==> config.mk <==
export PLATFORM = sky130hd
export DESIGN_NAME = load_result_former
export DESIGN_NICKNAME = d
export VERILOG_FILES = /design/src/rtl/lrf_pkg.sv /design/src/rtl/lrf_lane_pick.sv /design/src/rtl/lrf_extend.sv /design/src/rtl/load_result_former.sv
export SDC_FILE = /design/constraint.sdc
export NUM_CORES = 1
export LEC_CHECK = 0
export ABC_AREA = 1
export CAP_MARGIN = 5
export CORE_UTILIZATION = 55
export CTS_CLUSTER_SIZE = 24
export DETAILED_ROUTE_END_ITERATION = 12
export DONT_BUFFER_PORTS = 1
export GPL_TIMING_DRIVEN = 1
export PLACE_DENSITY = 0.79
export SLEW_MARGIN = 20
export SYNTH_ARGS = -nofsm -noshare
export SYNTH_HDL_FRONTEND = slang
export SYNTH_SLANG_ARGS = --single-unit
==> constraint.sdc <==
create_clock -name clk -period 2.7 [get_ports clk]
set_input_delay 0.27 -clock clk [delete_from_list [all_inputs] [get_ports clk]]
set_output_delay 0.27 -clock clk [all_outputs]
set_load 0.01 [all_outputs]
==> src/rtl/lrf_pkg.sv <==
package lrf_pkg;

   typedef enum logic [2:0] {
      LK_B   = 3'd0,
      LK_H   = 3'd1,
      LK_W   = 3'd2,
      LK_D   = 3'd3,
      LK_BU  = 3'd4,
      LK_HU  = 3'd5,
      LK_WU  = 3'd6,
      LK_RSV = 3'd7
   } load_kind_e;

   localparam int unsigned BYTE_W = 8;
   localparam int unsigned HALF_W = 16;
   localparam int unsigned WORD_W = 32;

endpackage

==> src/rtl/lrf_lane_pick.sv <==
module lrf_lane_pick #(
   parameter int unsigned BUS_W     = 64,
   parameter int unsigned ADDR_LO_W = $clog2(BUS_W / 8)
) (
   input  logic [BUS_W-1:0]          beat,
   input  logic [ADDR_LO_W-1:0]      addr_lo,
   output logic [lrf_pkg::BYTE_W-1:0] byte_v,
   output logic [lrf_pkg::HALF_W-1:0] half_v,
   output logic [lrf_pkg::WORD_W-1:0] word_v
);
   localparam int unsigned N_BYTES = BUS_W / lrf_pkg::BYTE_W;
   localparam int unsigned N_HALFS = BUS_W / lrf_pkg::HALF_W;
   localparam int unsigned N_WORDS = BUS_W / lrf_pkg::WORD_W;

   logic [lrf_pkg::BYTE_W-1:0] byte_lane [N_BYTES];
   logic [lrf_pkg::HALF_W-1:0] half_lane [N_HALFS];
   logic [lrf_pkg::WORD_W-1:0] word_lane [N_WORDS];

   for (genvar gb = 0; gb < N_BYTES; gb++) begin : g_byte
      assign byte_lane[gb] = beat[gb*lrf_pkg::BYTE_W +: lrf_pkg::BYTE_W];
   end
   for (genvar gh = 0; gh < N_HALFS; gh++) begin : g_half
      assign half_lane[gh] = beat[gh*lrf_pkg::HALF_W +: lrf_pkg::HALF_W];
   end
   for (genvar gw = 0; gw < N_WORDS; gw++) begin : g_word
      assign word_lane[gw] = beat[gw*lrf_pkg::WORD_W +: lrf_pkg::WORD_W];
   end

   // byte uses all low bits, halfword drops bit 0, word drops bits 1:0
   assign byte_v = byte_lane[addr_lo];
   assign half_v = half_lane[addr_lo[ADDR_LO_W-1:1]];
   assign word_v = word_lane[addr_lo[ADDR_LO_W-1:2]];

endmodule

==> src/rtl/lrf_extend.sv <==
module lrf_extend #(
   parameter int unsigned REG_W = 64,
   parameter int unsigned BUS_W = 64
) (
   input  lrf_pkg::load_kind_e        kind,
   input  logic [lrf_pkg::BYTE_W-1:0] byte_v,
   input  logic [lrf_pkg::HALF_W-1:0] half_v,
   input  logic [lrf_pkg::WORD_W-1:0] word_v,
   input  logic [BUS_W-1:0]           beat,
   output logic [REG_W-1:0]           value,
   output logic                       bad
);
   import lrf_pkg::*;

   localparam int unsigned B_PAD = REG_W - BYTE_W;
   localparam int unsigned H_PAD = REG_W - HALF_W;

   logic [REG_W-1:0] narrow_v;
   logic             narrow_hit;
   logic [REG_W-1:0] wide_v;
   logic             wide_bad;

   // widths common to both variants
   always_comb begin
      narrow_hit = 1'b1;
      unique case (kind)
         LK_B:    narrow_v = {{B_PAD{byte_v[BYTE_W-1]}}, byte_v};
         LK_BU:   narrow_v = {{B_PAD{1'b0}}, byte_v};
         LK_H:    narrow_v = {{H_PAD{half_v[HALF_W-1]}}, half_v};
         LK_HU:   narrow_v = {{H_PAD{1'b0}}, half_v};
         default: begin
            narrow_v   = '0;
            narrow_hit = 1'b0;
         end
      endcase
   end

   if (REG_W == 64) begin : g_w64
      always_comb begin
         wide_bad = 1'b0;
         unique case (kind)
            LK_W:    wide_v = {{(REG_W-WORD_W){word_v[WORD_W-1]}}, word_v};
            LK_WU:   wide_v = {{(REG_W-WORD_W){1'b0}}, word_v};
            LK_D:    wide_v = beat[REG_W-1:0];
            default: begin
               wide_v   = '0;
               wide_bad = 1'b1;
            end
         endcase
      end
   end else begin : g_w32
      logic [BUS_W-1:0] beat_unused;
      assign beat_unused = beat;
      always_comb begin
         wide_bad = 1'b0;
         unique case (kind)
            LK_W:    wide_v = word_v;
            default: begin
               wide_v   = '0;
               wide_bad = 1'b1;
            end
         endcase
      end
   end

   assign value = narrow_hit ? narrow_v : wide_v;
   assign bad   = !narrow_hit && wide_bad;

endmodule

==> src/rtl/load_result_former.sv <==
module load_result_former #(
   parameter int unsigned REG_W     = 64,
   parameter int unsigned BUS_W     = 64,
   parameter int unsigned ADDR_LO_W = $clog2(BUS_W / 8)
) (
   input  logic                 clk,
   input  logic                 rst_n,
   input  logic                 in_valid,
   input  logic [2:0]           load_kind,
   input  logic [ADDR_LO_W-1:0] addr_lo,
   input  logic [BUS_W-1:0]     rdata,
   output logic                 out_valid,
   output logic [REG_W-1:0]     result,
   output logic                 illegal
);
   import lrf_pkg::*;

   // elaboration-time parameter checks
   if (REG_W != 32 && REG_W != 64) begin : g_bad_reg_w
      $error("load_result_former: REG_W must be 32 or 64");
   end
   if (BUS_W != 64) begin : g_bad_bus_w
      $error("load_result_former: BUS_W must be 64");
   end

   load_kind_e           kind;
   logic [BYTE_W-1:0]    byte_v;
   logic [HALF_W-1:0]    half_v;
   logic [WORD_W-1:0]    word_v;
   logic [REG_W-1:0]     ext_v;
   logic                 ext_bad;

   assign kind = load_kind_e'(load_kind);

   lrf_lane_pick #(.BUS_W(BUS_W), .ADDR_LO_W(ADDR_LO_W)) lane_i (
      .beat    (rdata),
      .addr_lo (addr_lo),
      .byte_v  (byte_v),
      .half_v  (half_v),
      .word_v  (word_v)
   );

   lrf_extend #(.REG_W(REG_W), .BUS_W(BUS_W)) ext_i (
      .kind   (kind),
      .byte_v (byte_v),
      .half_v (half_v),
      .word_v (word_v),
      .beat   (rdata),
      .value  (ext_v),
      .bad    (ext_bad)
   );

   always_ff @(posedge clk) begin
      if (!rst_n) begin
         out_valid <= 1'b0;
         illegal   <= 1'b0;
         result    <= '0;
      end else begin
         out_valid <= in_valid;
         illegal   <= in_valid && ext_bad;
         if (in_valid) begin
            result <= ext_bad ? '0 : ext_v;
         end
      end
   end

   p_valid_follows_r7: assert property (@(posedge clk) disable iff (!rst_n)
      in_valid |=> out_valid);
   p_valid_quiet_r7: assert property (@(posedge clk) disable iff (!rst_n)
      !in_valid |=> !out_valid);
   p_illegal_needs_valid_r7: assert property (@(posedge clk) disable iff (!rst_n)
      illegal |-> out_valid);
   p_illegal_zero_r6: assert property (@(posedge clk) disable iff (!rst_n)
      illegal |-> (result == '0));
   p_hold_idle_r8: assert property (@(posedge clk) disable iff (!rst_n)
      !in_valid |=> $stable(result));
   p_reserved_flag_r6: assert property (@(posedge clk) disable iff (!rst_n)
      (in_valid && load_kind == 3'd7) |=> illegal);

   if (REG_W == 64) begin : g_chk64
      p_dword_pass_r3: assert property (@(posedge clk) disable iff (!rst_n)
         (in_valid && load_kind == 3'd3) |=> (result == $past(rdata)));
      p_word_sign_r1: assert property (@(posedge clk) disable iff (!rst_n)
         (in_valid && load_kind == 3'd2) |=> (result[63:32] == {32{result[31]}}));
      p_uword_zero_r2: assert property (@(posedge clk) disable iff (!rst_n)
         (in_valid && load_kind == 3'd6) |=> (result[63:32] == 32'h0));
   end else begin : g_chk32
      p_narrow_bad_r6: assert property (@(posedge clk) disable iff (!rst_n)
         (in_valid && (load_kind == 3'd3 || load_kind == 3'd6)) |=> illegal);
   end

endmodule

==> impl_metrics.py <==
metrics = {
    "run_status": {
        "outcome": "completed",
    },
    "cts": {
        "cts_hold_buffers": 0,
        "cts_tree": "yes",
        "clk_latency_ps": 350,
        "cts_made_buffers": 9,
        "cts_setup_buffers": 0,
        "clk_path_buf_depth": 2,
        "root_buffer": "clkbuf_8",
        "clock-sinks": 66,
        "h-tree-depth": 3,
        "clk_pin_slew_ps": 70,
        "post_cts_resized": 0,
    },
    "global_route": {
        "antenna_found_initial": 0,
        "track_usage_pct": 33.30,
        "grt_start_max_net_pins": 75,
        "grt_pass1_vias": 4516,
        "overflow": 0,
        "grt_pass1_wl_um": 22650,
    },
    "synth": {
        "synthFlopType": "dfxtp_1",
        "yosysWarnings": 0,
        "synth_top_family_by_area": "simple AND/OR/NAND/NOR gates",
        "synth.area.mux_share_pct": 0,
        "synth-xor-area-share_pct": 0,
        "synth_top_area_share_pct": 28.43,
        "avgSynthCellArea_um2": 5.965,
        "ys_seq_area_share_pct": 28.43,
        "synth_seq_cells": 66,
        "synth_edf_count": 0,
        "synthDistinctLibCells": 26,
        "synth_fp_nets": 852,
        "synthAdderAreaFrac_pct": 0,
        "synthCells": 779,
        "netlist_area_um2": 4647,
        "ys_async_sr_fraction_pct": 0,
        "synth.area.top_cells": "dfxtp_1, nand2_1, a21oi_1, nand3_1, inv_1",
        "synth_simple_gate_area_share_pct": 32.66,
        "yosys.area.top_type": "dfxtp_1",
        "synth_compound_area_share_pct": 25.36,
    },
    "power": {
        "leakagePower_uw": 0.002166,
        "power_density_nw_per_um2": 527.4,
        "irDropWorstVdd_mv": 0.2230,
        "power.total_uw": 2490,
    },
    "final_layout": {
        "drive_gt1_share_pct": 10.90,
        "fin_nets": 811,
        "final_common_cell": "nand2_1",
        "syn2layout_area_growth_pct": 1.589,
        "finalInstanceArea_um2": 4721,
        "antenna_cells": 0,
        "fill_cells": 823,
        "final_cell_mix": "nand2_1, a21oi_1, inv_1",
    },
    "timing": {
        "fin_crit_sh_pct": 60.28,
        "finalSetupViolCount": 0,
        "maxSlewViolCount": 0,
        "slew_headroom_pct": 31.03,
        "timing.hold.ws_ps": 81.24,
        "finalHoldViolations": 0,
        "fmax_ghz": 0.6144,
        "grt_setup_unrepaired": "false",
        "setup_tns_ps": 0,
        "fin_skew_ps": 0,
        "tightest_slew_ps": 1033,
        "fin_crit_ps": 1628,
    },
    "place": {
        "post_dp_cell_area_um2": 4503,
        "portBuffers": 0,
        "gp_congestion": 0.9749,
        "hpwl_um": 10630,
    },
    "critical_path": {
        "required_ps": 2970,
        "arrival_ps": 1900,
        "critical_path_class": "input pin to flip-flop",
        "cp-end-kind": "flip-flop",
        "cp-start-kind": "input pin",
        "critPathMaxFanout": 32,
    },
    "die": {
        "rows": 33,
        "die_w_um": 93.92,
        "pin_count": 139,
        "die-area_um2": 8821,
        "core_area_um2": 8217,
        "die_y_um": 93.92,
        "start_util_pct": 56.56,
    },
    "drt": {
        "wirelength_um": 14990,
        "detailroute.via_count": 5115,
        "vias_per_cell": 6.032,
        "wl_per_cell_um": 17.68,
        "route.detailed.drc": 0,
        "drtIter0Drc": 626,
        "dr.pass1.iters": 6,
        "drtAntennaViolNets": 0,
    },
    "flow_run": {
        "drv_cap": 0,
    },
    "worst_hold_path": {
        "min_path_type": "input pin to flip-flop",
    },
}
per-layer routing:
metal / GRT usage, % / wire (um) / vias up
met2: 52.19 / 6546 / 364
li1: - / - / 2430
met3: 11.97 / 1969 / 61
met5: 0 / 0 / -
met4: 13.85 / 664 / 0
met1: 41.05 / 5809 / 2260
area by class of cell:
class / count / area (um^2) / area share, %
sequential: 66 / 1321 / 27.99
tap: 105 / 131.4 / 2.783
inverter: 83 / 316.6 / 6.706
clock buffer: 10 / 127.6 / 2.703
multi-input combinational: 573 / 2696 / 57.12
timing repair buffer: 5 / 37.54 / 0.7951
clock inverter: 6 / 90.09 / 1.908
cell families after synthesis:
family	after synthesis
simple gates	354
compound gates	219
buf+inv	140
flops	66
per-stage QoR:
step,setup WS (ps),util [%],cells
after detailed placement,795.0,54.80,832
after global placement,905.9,54.80,832
after CTS,1147,57.45,848
final,1072,57.45,848
after floorplan,1285,-,779
after global routing,955.7,57.45,848
worst paths after layout:
| kind | start | to | slack [ps] | cells past startpoint |
|---|---|---|---|---|
| max | load_kind[0] | result[54] | 1070 | 9 |
| min | in_valid | out_valid | 80 | 2 |
| max reg2reg | result[28] | result[28] | 1930 | 2 |
| min reg2reg | result[39] | result[39] | 510 | 2 |
cell usage after synthesis (3+ instances only):
cell	n
nand2_2	25
o21ai_1	19
o21ai_0	54
a21oi_1	120
a21oi_2	20
clkbuf_1	21
nand3_1	65
nor2_2	3
buf_1	3
buf_2	26
inv_1	76
nand2_1	213
inv_2	6
nor2_1	40
dfxtp_1	66
a31oi_1	6
worst max-delay path, stage by stage:
cell and delay [ps]:
inv_2 150, nand2_2 300, nor2_1 170, nand2_1 80, nand2_2 400, o21ai_0 190
inv_1 100, nand2_1 60, a21oi_1 150
power breakdown:
| part | internal (uW) | total, uW | switching (uW) |
|---|---|---|---|
| registers | 1030 | 1080 | 58.2 |
| clock network | 524 | 944 | 420 |
| logic | 147 | 462 | 316 |
state kept, by name, indices dropped and copies added (netlist names):
name and cells:
illegal 1, result 64, out_valid 1
(Power assumes the default switching activity.)
